**src/rtl/mont_pow.sv**
```systemverilog
module mont_pow #(
  parameter int N  = 16,
  parameter int EW = 16
) (
  input  logic                       clk,
  input  logic                       rst_n,
  input  logic                       start_i,
  input  logic [N-1:0]               base_i,
  input  logic [EW-1:0]              exp_i,
  input  logic [N-1:0]               mod_i,
  input  logic [N-1:0]               r2_i,
  input  logic [$clog2(EW+1)-1:0]    exp_len_i,
  output logic [N-1:0]               z_o,
  output logic                       done_o
);
  localparam int LW = $clog2(EW+1);
  localparam int IW = (EW > 1) ? $clog2(EW) : 1;
  localparam int CW = $clog2(N+1);

  typedef enum logic [2:0] {IDLE, CONV, STEP_LD, STEP, FIN_LD, FIN, DONE} st_t;

  st_t             st;
  logic [CW-1:0]   cnt;
  logic [N-1:0]    m_q, s_q, u_q;
  logic [EW-1:0]   e_q;
  logic [LW-1:0]   t_q, i_q;
  logic            en1;

  logic [1:0][N-1:0] xa, yb;
  logic [1:0][N:0]   acc;
  logic [1:0][N+1:0] p0, p1;
  logic [1:0][N:0]   nx;
  logic [1:0][N-1:0] rd;

  wire busy = (st == CONV) || (st == STEP) || (st == FIN);
  wire last = busy && (cnt == CW'(N));

  for (genvar k = 0; k < 2; k++) begin : g_core
    always_comb begin
      p0[k] = {1'b0, acc[k]} + (xa[k][0] ? {2'b0, yb[k]} : '0);
      p1[k] = p0[k] + (p0[k][0] ? {2'b0, m_q} : '0);
    end
    assign nx[k] = p1[k][N+1:1];
    assign rd[k] = (acc[k] >= {1'b0, m_q}) ? N'(acc[k] - {1'b0, m_q}) : acc[k][N-1:0];
  end

  assign done_o = (st == DONE);

  always_ff @(posedge clk or negedge rst_n) begin
    if (!rst_n) begin
      st  <= IDLE;
      cnt <= '0;
      m_q <= '0;
      s_q <= '0;
      u_q <= '0;
      e_q <= '0;
      t_q <= '0;
      i_q <= '0;
      en1 <= 1'b0;
      xa  <= '0;
      yb  <= '0;
      acc <= '0;
      z_o <= '0;
    end else begin
      if (busy && !last) begin
        cnt    <= cnt + 1'b1;
        acc[0] <= nx[0];
        xa[0]  <= xa[0] >> 1;
        if (en1) begin
          acc[1] <= nx[1];
          xa[1]  <= xa[1] >> 1;
        end
      end
      case (st)
        IDLE: if (start_i) begin
          m_q   <= mod_i;
          e_q   <= exp_i;
          t_q   <= (exp_len_i > LW'(EW)) ? LW'(EW) : exp_len_i;
          xa[0] <= base_i;
          yb[0] <= r2_i;
          xa[1] <= r2_i;
          yb[1] <= N'(1);
          acc   <= '0;
          en1   <= 1'b1;
          cnt   <= '0;
          st    <= CONV;
        end
        CONV: if (last) begin
          s_q <= rd[0];
          u_q <= rd[1];
          i_q <= '0;
          st  <= (t_q == '0) ? FIN_LD : STEP_LD;
        end
        STEP_LD: begin
          xa[0] <= s_q;
          yb[0] <= s_q;
          xa[1] <= u_q;
          yb[1] <= s_q;
          en1   <= e_q[i_q[IW-1:0]];
          acc   <= '0;
          cnt   <= '0;
          st    <= STEP;
        end
        STEP: if (last) begin
          s_q <= rd[0];
          if (en1) u_q <= rd[1];
          i_q <= i_q + 1'b1;
          st  <= (LW'(i_q + 1'b1) == t_q) ? FIN_LD : STEP_LD;
        end
        FIN_LD: begin
          xa[0]  <= N'(1);
          yb[0]  <= u_q;
          acc[0] <= '0;
          en1    <= 1'b0;
          cnt    <= '0;
          st     <= FIN;
        end
        FIN: if (last) begin
          z_o <= rd[0];
          st  <= DONE;
        end
        DONE:    st <= IDLE;
        default: st <= IDLE;
      endcase
    end
  end

  p_even_sum_r1: assert property (@(posedge clk) disable iff (!rst_n)
    (busy && !last) |-> (!p1[0][0] && (!en1 || !p1[1][0])));

  p_acc_bound_r10: assert property (@(posedge clk) disable iff (!rst_n)
    last |-> (acc[0] < {m_q, 1'b0}));

  p_done_pulse_r5: assert property (@(posedge clk) disable iff (!rst_n)
    done_o |=> !done_o);

  p_z_hold_r5: assert property (@(posedge clk) disable iff (!rst_n)
    (st != FIN) |=> $stable(z_o));

  p_busy_start_r6: assert property (@(posedge clk) disable iff (!rst_n)
    (busy && start_i) |=> ($stable(m_q) && $stable(e_q) && $stable(t_q)));

  p_u_keep_r8: assert property (@(posedge clk) disable iff (!rst_n)
    (st == STEP && !en1) |=> $stable(u_q));

  p_s_hold_r9: assert property (@(posedge clk) disable iff (!rst_n)
    (st == STEP && !last) |=> $stable(s_q));
endmodule

```
**config.mk**
```make
export PLATFORM = sky130hd
export DESIGN_NAME = mont_pow
export DESIGN_NICKNAME = d
export VERILOG_FILES = /design/src/rtl/mont_pow.sv
export SDC_FILE = /design/constraint.sdc
export NUM_CORES = 1
export LEC_CHECK = 0
export BUFFER_PORTS_ARGS = -buffer_cell sky130_fd_sc_hd__buf_4
export CORE_ASPECT_RATIO = 1.5
export CORE_MARGIN = 2
export CORE_UTILIZATION = 51
export CTS_BUF_LIST = sky130_fd_sc_hd__clkbuf_2
export DETAILED_ROUTE_END_ITERATION = 6
export MAX_ROUTING_LAYER = met4
export PLACE_DENSITY = 0.69
export SLEW_MARGIN = 20
export SYNTH_ARGS = -nofsm -noshare
export SYNTH_HDL_FRONTEND = slang
export SYNTH_SLANG_ARGS = --single-unit
```
**constraint.sdc**
```tcl
create_clock -name clk -period 4.3 [get_ports clk]
set_input_delay 0.86 -clock clk [delete_from_list [all_inputs] [get_ports clk]]
set_output_delay 0.86 -clock clk [all_outputs]
set_load 0.03 [all_outputs]
```
==> metrics.csv, run 1 <==
metric,value,unit
status,"complete, but fails checks",
violations,hold timing,
slowest_delay,0.51,ns
wl_met1,16200,um
fin_crit,4.17,ns
drive_above_1_share,14.4,%
async_flop_share,100,%
r2r-end,acc[30]$_DFF_PN0_,
grt_pass1_vias,11182,
overflow,0,
synth.ff_latch_count,197,
report.final.slew_viol_count,0,
worstSetupEndpoint,acc[30]$_DFF_PN0_,
hpwlAfterDp,31000,um
layout_common_cells,"nand2_1 (234), dfrtp_1 (196), buf_4 (117), a21oi_1 (109), ha_1 (92)",
dr.pass1.iters,5,
die_y,201,um
cp_max_fo,9,
cts_num_sinks,197,
grt_antenna_before_repair,2,
hold_viol_final,3,
nNetsFinal,1735,
setup_viol,0,
wl_per_cell,21.1,um
ys.flop_type,dfrtp_1,
routed-wl-met2,20200,um
synth-edff-count,0,
row_count,72,
ys_types,73,
grt_pass1_wl,62500,um
max_freq,240,MHz
initial_core_util,51.6,%
crit_path_end_kind,flop,
cp_cell_sequence,buf_4 -> and2_1 -> ha_1 -> o21a_1 -> o31a_1 -> o41ai_4 -> o21bai_1 -> a211oi_2 -> nor2_2 -> ha_1 -> and2_4 -> and3_4 -> a21oi_2 -> nand2_1 -> o41ai_2 -> buf_4 -> o21ba_4 -> xor2_1 -> o21ai_1,
final_common_cell,nand2_1,
maxCapViolations,0,
hold_class,input pin to async pin,
portBuffers,88,
rsz0062_at_grt,true,
worstSetupStartpoint,xa[16]$_DFF_PN0_,
yosys_warnings,0,
h-tree-depth,4,
maxSlewHeadroom,37.0,%
vias,11466,
cpMaxStageDelayCell,dfrtp_2,
areaGrowthSynthToFinish,11.2,%
root_buffer,clkbuf_2,
final.period_utilization,97.1,%
crit_path_start_kind,flop,
clkLatencyLatePin,0.87,ns
r2r_setup_slack,0.13,ns
worst_r2r_startpoint,xa[16]$_DFF_PN0_,
clk_path_buf_depth,2,
synth_nets,1663,
arrival,4.94,ns
synthCells,1487,
top_layer,met4,
hold_slack,-0.0108,ns
numCtsBuffers,17,
die_x,135,um
cts_tree,yes,
final_antenna_net_count,0,
grtUsageTotal,31.0,%
synthesis.area,13200,um2
drt_wl_total,40300,um
drc,0,
place.gp.congestion,0.968,
fin_skew,0.0509,ns
rr_worst_depth,19,
tightest_slew,0.943,ns
synth_area_per_cell,8.87,um2
wl_met3,1460,um
ioPinCount,89,
fp.coreArea,25600,um2
dieArea,27200,um2
vias_per_cell,6.01,
fill_cells,2395,
clk_pin_slew_worst_paths,0.29,ns
drt_iter0_markers,784,
synth_seq_area_share,37.4,%
worst_ep_required_time,5.06,ns
grt_max_degree,98,
critical_path_class,flop to flop,
-- synthesized netlist by cell type, drive strengths merged (9+ instances only) --
master / n / area (um2)
and2: 63 / 394
nand4: 9 / 56.3
dfrtp: 197 / 4930
nor2: 88 / 330
buf: 13 / 65.1
nor3: 15 / 75.1
mux2i: 17 / 170
a22oi: 18 / 135
a22o: 15 / 131
a21oi: 115 / 579
inv: 53 / 199
ha: 98 / 1230
a211oi: 16 / 130
nand3: 21 / 105
mux2: 26 / 293
xnor2: 58 / 508
o21a: 22 / 165
a31oi: 22 / 138
o21ai: 117 / 586
o31ai: 9 / 86.3
clkbuf: 53 / 199
xor2: 23 / 201
a21o: 22 / 165
nor2b: 19 / 119
nand2b: 11 / 68.8
nand2: 235 / 882
and3: 12 / 75.1
a221o: 29 / 290
-- sequential cells by signal, summed over array words and instances, names as in the netlist --
signal and cells:
en1 1, cnt 5, yb 32, i_q 5, st 3, m_q 16, s_q 16, acc 34
u_q 16, t_q 5, z_o 16, xa 32, e_q 16
-- layout make-up --
| cell class | count | area (um2) | area share, % |
|---|---|---|---|
| antenna | 2 | 5.00 | 0.0341 |
| clock buffer | 18 | 90.1 | 0.614 |
| clock inverter | 14 | 161 | 1.10 |
| inverter | 53 | 199 | 1.36 |
| multi-input combinational | 1171 | 7950 | 54.2 |
| sequential | 197 | 4930 | 33.6 |
| tap | 333 | 417 | 2.84 |
| timing repair buffer | 119 | 912 | 6.22 |
-- kinds of logic after synthesis --
group                      Yosys count  synth area share (%)
xor gates and xnor gates            81                  5.38
adders and majority gates          104                  10.2
muxes                               48                  4.36
AOI/OAI and AO/OA                  435                  21.5
DFF                                197                  37.4
buffers and inverters              119                  3.51
and+or+nand+nor                    503                  17.7
-- how the worst min path moves through the flow --
stage,startpoint,end,cells past startpoint
after global routing,rst_n,acc[26]$_DFF_PN0_,1
after CTS,rst_n,acc[17]$_DFF_PN0_,1
after floorplan,yb[16]$_DFFE_PN0P_,yb[16]$_DFFE_PN0P_,1
final,rst_n,acc[17]$_DFF_PN0_,1
after global placement,z_o[13]$_DFFE_PN0P_,z_o[13]$_DFFE_PN0P_,2
after detailed placement,z_o[5]$_DFFE_PN0P_,z_o[5]$_DFFE_PN0P_,2
-- routing by layer --
metal / GRT usage (%) / vias up
li1: - / 5444
met1: 36.9 / 5583
met2: 51.3 / 342
met3: 3.36 / 97
met4: 16.8 / 0
met5: - / -
-- per-stage QoR --
| step | area, um2 | utilization, % | setup slack [ns] | TNS (ns) | cells |
|---|---|---|---|---|---|
| after floorplan | 13200 | - | 0.236 | 0 | 1487 |
| after global placement | 14200 | 55.6 | 0.178 | 0 | 1867 |
| after CTS | 14500 | 56.6 | 0.0644 | 0 | 1899 |
| final | 14700 | 57.3 | 0.126 | 0 | 1907 |
| after detailed placement | 14200 | 55.6 | 0.00844 | 0 | 1867 |
| after global routing | 14700 | 57.3 | -0.0787 | -0.0941 | 1907 |
-- critical path, delay by kind of cell, from the launching register on --
| family | cells | cell delay [ns] |
|---|---|---|
| AOI/OAI and AO/OA | 9 | 1.78 |
| xor gates and xnor gates | 1 | 0.14 |
| adders and majority gates | 2 | 0.63 |
| buffers and inverters | 2 | 0.36 |
| DFF | 1 | 0.51 |
| and+or+nand+nor | 5 | 0.67 |
-- what timing repair did --
item,4_1_cts,5_1_grt
setup endpoints to repair,1,5
hold buffers,0,0
pin swaps,0,14
gates resized for setup,1,27
setup buffers,0,6
Power of run 1 is not shown: default switching activity piles up to over one toggle a cycle in this logic, so the estimate is an artifact.
==> inputs of run 2 (changes only) <==
CORE_UTILIZATION = 57   (was 51)
PLACE_DENSITY = 0.76   (was 0.69)
==> metrics.csv, run 2 (synthesis results as in run 1) <==
metric,value,unit,change
crit_path_start_kind,flop,,
status,completed,,
top_register,acc,,
numCtsBuffers,17,,unchanged
layout_common_cells,"nand2_1 (234), dfrtp_1 (196), buf_4 (112), a21oi_1 (111), ha_1 (97)",,
largest_reg_flops,34,,unchanged
worstSetupStartpoint,xa[0]$_DFF_PN0_,,
fp.coreArea,22900,um2,-11%
die_x,128,um,-5.3%
post-place-cells,1808,,-3.2%
root_buffer,clkbuf_2,,
fill_cells,1984,,-17%
grt_pass1_vias,11302,,+1.1%
cts_tree,yes,,
report.final.slew_viol_count,0,,unchanged
r2r_setup_slack,0.25,ns,+0.12 ns
wl_per_cell,21.3,um,+0.76%
grt_max_degree,92,,-6.1%
r2r-end,acc[16]$_DFF_PN0_,,
die_y,190,um,-5.3%
hold_class,input pin to flop,,
fin_crit,4.05,ns,-0.122 ns
clk_pin_slew_worst_paths,0.33,ns,+0.04 ns
tightest_slew,1.06,ns,+0.112 ns
clk_path_buf_depth,2,,unchanged
drt_iter0_markers,1098,,+40%
maxSlewHeadroom,29.7,%,-7.3 points
finalSetupTns,0,ns,unchanged
hold_slack,0.206,ns,+0.216 ns
clkLatencyLatePin,0.84,ns,-0.03 ns
vias,11596,,+1.1%
h-tree-depth,4,,unchanged
worst_r2r_startpoint,xa[0]$_DFF_PN0_,,
place.gp.congestion,1.03,,+6.1%
critical_path_class,flop to flop,,
crit_path_end_kind,flop,,
arrival,4.80,ns,-0.14 ns
rr_worst_depth,20,,+1
portBuffers,88,,unchanged
reg.largest.list,"acc: 34 flops, xa: 32 flops, yb: 32 flops",,
fin_cells,1850,,-3.0%
cp_max_fo,15,,+6
hold_viol_final,0,,-3
ioPinCount,89,,unchanged
worstSetupEndpoint,acc[16]$_DFF_PN0_,,
hpwlAfterDp,30100,um,-2.9%
cts_num_sinks,197,,unchanged
worst_slack,0.248,ns,+0.122 ns
drive_above_1_share,13.3,%,-1.1 points
max_freq,247,MHz,+3.0%
dr.pass1.iters,7,,+2
post-place-ws,0.0976,ns,+0.0892 ns
drc,0,,unchanged
grt_antenna_before_repair,1,,-1
grtUsageTotal,34.0,%,+3.0 points
initial_core_util,57.6,%,+6.1 points
whs_path_depth,3,,
final_common_cell,nand2_1,,
grt_pass1_wl,61600,um,-1.5%
fin_skew,0.0469,ns,-0.00394 ns
areaGrowthSynthToFinish,9.72,%,
final_antenna_net_count,0,,unchanged
final.period_utilization,94.2,%,-2.8 points
worst_ep_required_time,5.05,ns,about the same
row_count,68,,-5.6%
vias_per_cell,6.27,,+4.2%
dieArea,24400,um2,-10%
drt_wl_total,39400,um,-2.3%
maxCapViolations,0,,unchanged
overflow,0,,unchanged
nNetsFinal,1732,,-0.17%
setup_viol,0,,unchanged
[run 2: layout make-up]
| cell class | count | area (um2) | area share (%) |
|---|---|---|---|
| clock inverter | 15 | 145 | 1.00 |
| clock buffer | 17 | 85.1 | 0.588 |
| multi-input combinational | 1171 | 7870 | 54.4 |
| sequential | 197 | 4930 | 34.1 |
| timing repair buffer | 116 | 890 | 6.15 |
| tap | 280 | 350 | 2.42 |
| antenna | 1 | 2.50 | 0.0173 |
| inverter | 53 | 199 | 1.37 |
[run 2: worst min-delay path by stage]
| stage | startpoint | end | slack (ns) |
|---|---|---|---|
| floorplan | yb[16]$_DFFE_PN0P_ | yb[16]$_DFFE_PN0P_ | 0.45 |
| global placement | z_o[3]$_DFFE_PN0P_ | z_o[3]$_DFFE_PN0P_ | 0.47 |
| detailed placement | z_o[11]$_DFFE_PN0P_ | z_o[11]$_DFFE_PN0P_ | 0.48 |
| CTS | base_i[15] | xa[15]$_DFF_PN0_ | 0.13 |
| global route | exp_i[3] | e_q[3]$_DFFE_PN0P_ | 0.13 |
| finish | base_i[15] | xa[15]$_DFF_PN0_ | 0.21 |
[run 2: metal layers]
| layer | vias up | share of wire (%) | global-route usage [%] |
|---|---|---|---|
| met4 | 0 | 6.6 | 19.1 |
| met5 | - | 0 | - |
| met3 | 148 | 4.8 | 4.26 |
| met2 | 420 | 51 | 56.0 |
| met1 | 5584 | 38 | 40.2 |
| li1 | 5444 | - | - |
[run 2: through the flow]
stage / area, um2 / util, %
final: 14500 / 63.2
after global routing: 14500 / 63.2
after CTS: 14400 / 62.7
after detailed placement: 14100 / 61.7
after global placement: 14100 / 61.6
after floorplan: 13200 / -
[run 2: critical path, stage by stage, from the launching register on]
cell and delay, ns:
dfrtp_1 0.45, buf_4 0.19, nand2_2 0.09, inv_1 0.05, ha_1 0.30, a211oi_2 0.20, nor2_1 0.10, o211ai_1 0.22
nand2_1 0.09, a21oi_2 0.15, xnor2_1 0.11, ha_1 0.38, and4_1 0.22, nand2_1 0.06, o211a_1 0.25, o2bb2ai_2 0.15
o31a_1 0.32, a21oi_2 0.14, or3b_1 0.35, o311ai_1 0.10, o2bb2ai_1 0.11
[run 2: timing repair]
item	4_1_cts	5_1_grt
endpoints found under the hold margin	18	0
resized for setup	0	13
setup buffers	0	8
endpoints found under the setup margin	0	8
hold buffers	1	0
Power of run 2 is left out for the same reason.
==> inputs of run 3 (changes only) <==
CORE_MARGIN = 10   (was 2)
==> metrics.csv, run 3 (synthesis results as in run 1) <==
metric,value,unit,change
fin_skew,0.0328,ns,-0.0142 ns
h-tree-depth,4,,unchanged
dr.pass1.iters,7,,unchanged
drt_iter0_markers,873,,-20%
row_count,68,,unchanged
max_freq,249,MHz,+0.77%
place.gp.congestion,1.03,,+0.32%
largest_reg_flops,34,,unchanged
vias_per_cell,6.26,,-0.13%
worst_ep_required_time,5.07,ns,+0.02 ns
drive_above_1_share,13.5,%,+0.24 points
grt_pass1_vias,11296,,-0.053%
fin_cells,1852,,+0.11%
maxSlewHeadroom,37.3,%,+7.7 points
dieArea,29800,um2,+22%
worst_path_most_repeated_cell,nand2_1,,
nNetsFinal,1735,,+0.17%
hold_viol_final,0,,unchanged
die_y,206,um,+8.4%
grt_antenna_before_repair,1,,unchanged
arrival,4.79,ns,about the same
areaGrowthSynthToFinish,10.5,%,
crit_path_start_kind,flop,,
cts_num_sinks,197,,unchanged
post-place-cells,1813,,+0.28%
crit_path_end_kind,flop,,
final.period_utilization,93.5,%,-0.72 points
cts_tree,yes,,
numCtsBuffers,17,,unchanged
wl_per_cell,21.7,um,+2.0%
clkLatencyLatePin,0.85,ns,about the same
cp_cell_sequence,buf_4 -> and2_1 -> ha_4 -> nor2b_2 -> o2111ai_2 -> nand2_1 -> o21ai_0 -> nand2b_1 -> a21oi_1 -> xnor2_1 -> ha_1 -> and4_1 -> nand2_1 -> o211a_1 -> o2bb2ai_2 -> o31a_1 -> a21oi_2 -> or3b_4 -> o311ai_2 -> o2bb2ai_1,,
reg.largest.list,"acc: 34 flops, xa: 32 flops, yb: 32 flops",,
critical_path_class,flop to flop,,
tightest_slew,0.938,ns,-0.117 ns
ioPinCount,89,,unchanged
cp_max_fo,5,,-10
initial_core_util,57.6,%,unchanged
grt_max_degree,91,,-1.1%
maxCapViolations,0,,unchanged
clk_path_buf_depth,2,,unchanged
final_antenna_net_count,0,,unchanged
top_register,acc,,
min_from,mod_i[14],,
setup_viol,0,,unchanged
grt_pass1_wl,62100,um,+0.84%
drt_wl_total,40200,um,+2.1%
overflow,0,,unchanged
fin_crit,4.02,ns,-0.0309 ns
cpMaxStageDelayCell,dfrtp_1,,
clk_pin_slew_worst_paths,0.31,ns,-0.02 ns
violations,DRC,,
worst_r2r_startpoint,xa[0]$_DFF_PN0_,,
fp.coreArea,22900,um2,unchanged
final_common_cell,nand2_1,,
vias,11594,,-0.017%
root_buffer,clkbuf_2,,
slowest_delay,0.50,ns,+0.05 ns
grtUsageTotal,27.9,%,-6.1 points
hold_class,input pin to flop,,
layout_common_cells,"nand2_1 (235), dfrtp_1 (197), buf_4 (116), a21oi_1 (112), ha_1 (96)",,
fill_cells,1947,,-1.9%
hpwlAfterDp,31100,um,+3.3%
status,"complete, but fails checks",,
portBuffers,88,,unchanged
report.final.slew_viol_count,0,,unchanged
drc,1,,+1
die_x,144,um,+12%
worstSetupStartpoint,xa[0]$_DFF_PN0_,,
## run 3: area by class of cell
cell class	count	area, um2	share of cell area (%)
antenna	1	2.50	0.0172
inverter	53	199	1.37
clock inverter	14	190	1.30
sequential	197	4930	33.8
timing repair buffer	119	915	6.28
multi-input combinational	1171	7900	54.2
tap	280	350	2.40
clock buffer	17	85.1	0.584
## run 3: final timing paths
| kind | slack (ns) | endpoint | cells after the start |
|---|---|---|---|
| setup / recovery | 0.28 | acc[16]$_DFF_PN0_ | 20 |
| hold / removal | 0.19 | m_q[14]$_DFFE_PN0P_ | 3 |
| setup reg to reg | 0.28 | acc[16]$_DFF_PN0_ | 20 |
| hold reg to reg | 0.53 | z_o[13]$_DFFE_PN0P_ | 2 |
| max in group asynchronous | 2.76 | u_q[1]$_DFFE_PN0P_ | 3 |
| min in group asynchronous | 0.55 | acc[22]$_DFF_PN0_ | 2 |
## run 3: stage by stage
step | util [%] | cell area [um2] | setup slack [ns] | hold slack (ns) | TNS (ns)
2_1_floorplan | - | 13200 | 0.236 | 0.452 | 0
5_1_grt | 63.7 | 14600 | -0.0162 | 0.125 | -0.0162
3_3_place_gp | 61.8 | 14100 | 0.136 | 0.468 | 0
4_1_cts | 63.1 | 14400 | 0.0254 | 0.155 | 0
6_report | 63.7 | 14600 | 0.279 | 0.191 | 0
3_5_place_dp | 61.8 | 14100 | 0.103 | 0.477 | 0
## run 3: what timing repair did
item / CTS / global route
hold buffers: 1 / 0
endpoints found under the setup margin: 0 / 7
buffers inserted: 0 / 6
hold endpoints to repair: 7 / 0
resized for setup: 0 / 17
## run 3: layer usage
| metal | vias up | wire [um] | part of all wire, % | GRT usage, % |
|---|---|---|---|---|
| met5 | - | 0 | 0 | - |
| met4 | 0 | 2640 | 6.6 | 16.0 |
| met3 | 132 | 2070 | 5.1 | 4.18 |
| met2 | 414 | 20300 | 50 | 46.9 |
| met1 | 5603 | 15200 | 38 | 30.9 |
| li1 | 5445 | - | - | - |
## run 3: worst max-delay path: cells and delay by family, from the launching register on
family | cells | cell delay, ns
adder cells (fa/ha/maj) | 2 | 0.57
AO/OA/AOI/OAI | 9 | 1.47
flip-flops | 1 | 0.50
buffers and inverters | 1 | 0.15
AND/OR/NAND/NOR | 7 | 1.16
XOR/XNOR | 1 | 0.09
Power of run 3 is left out for the same reason.
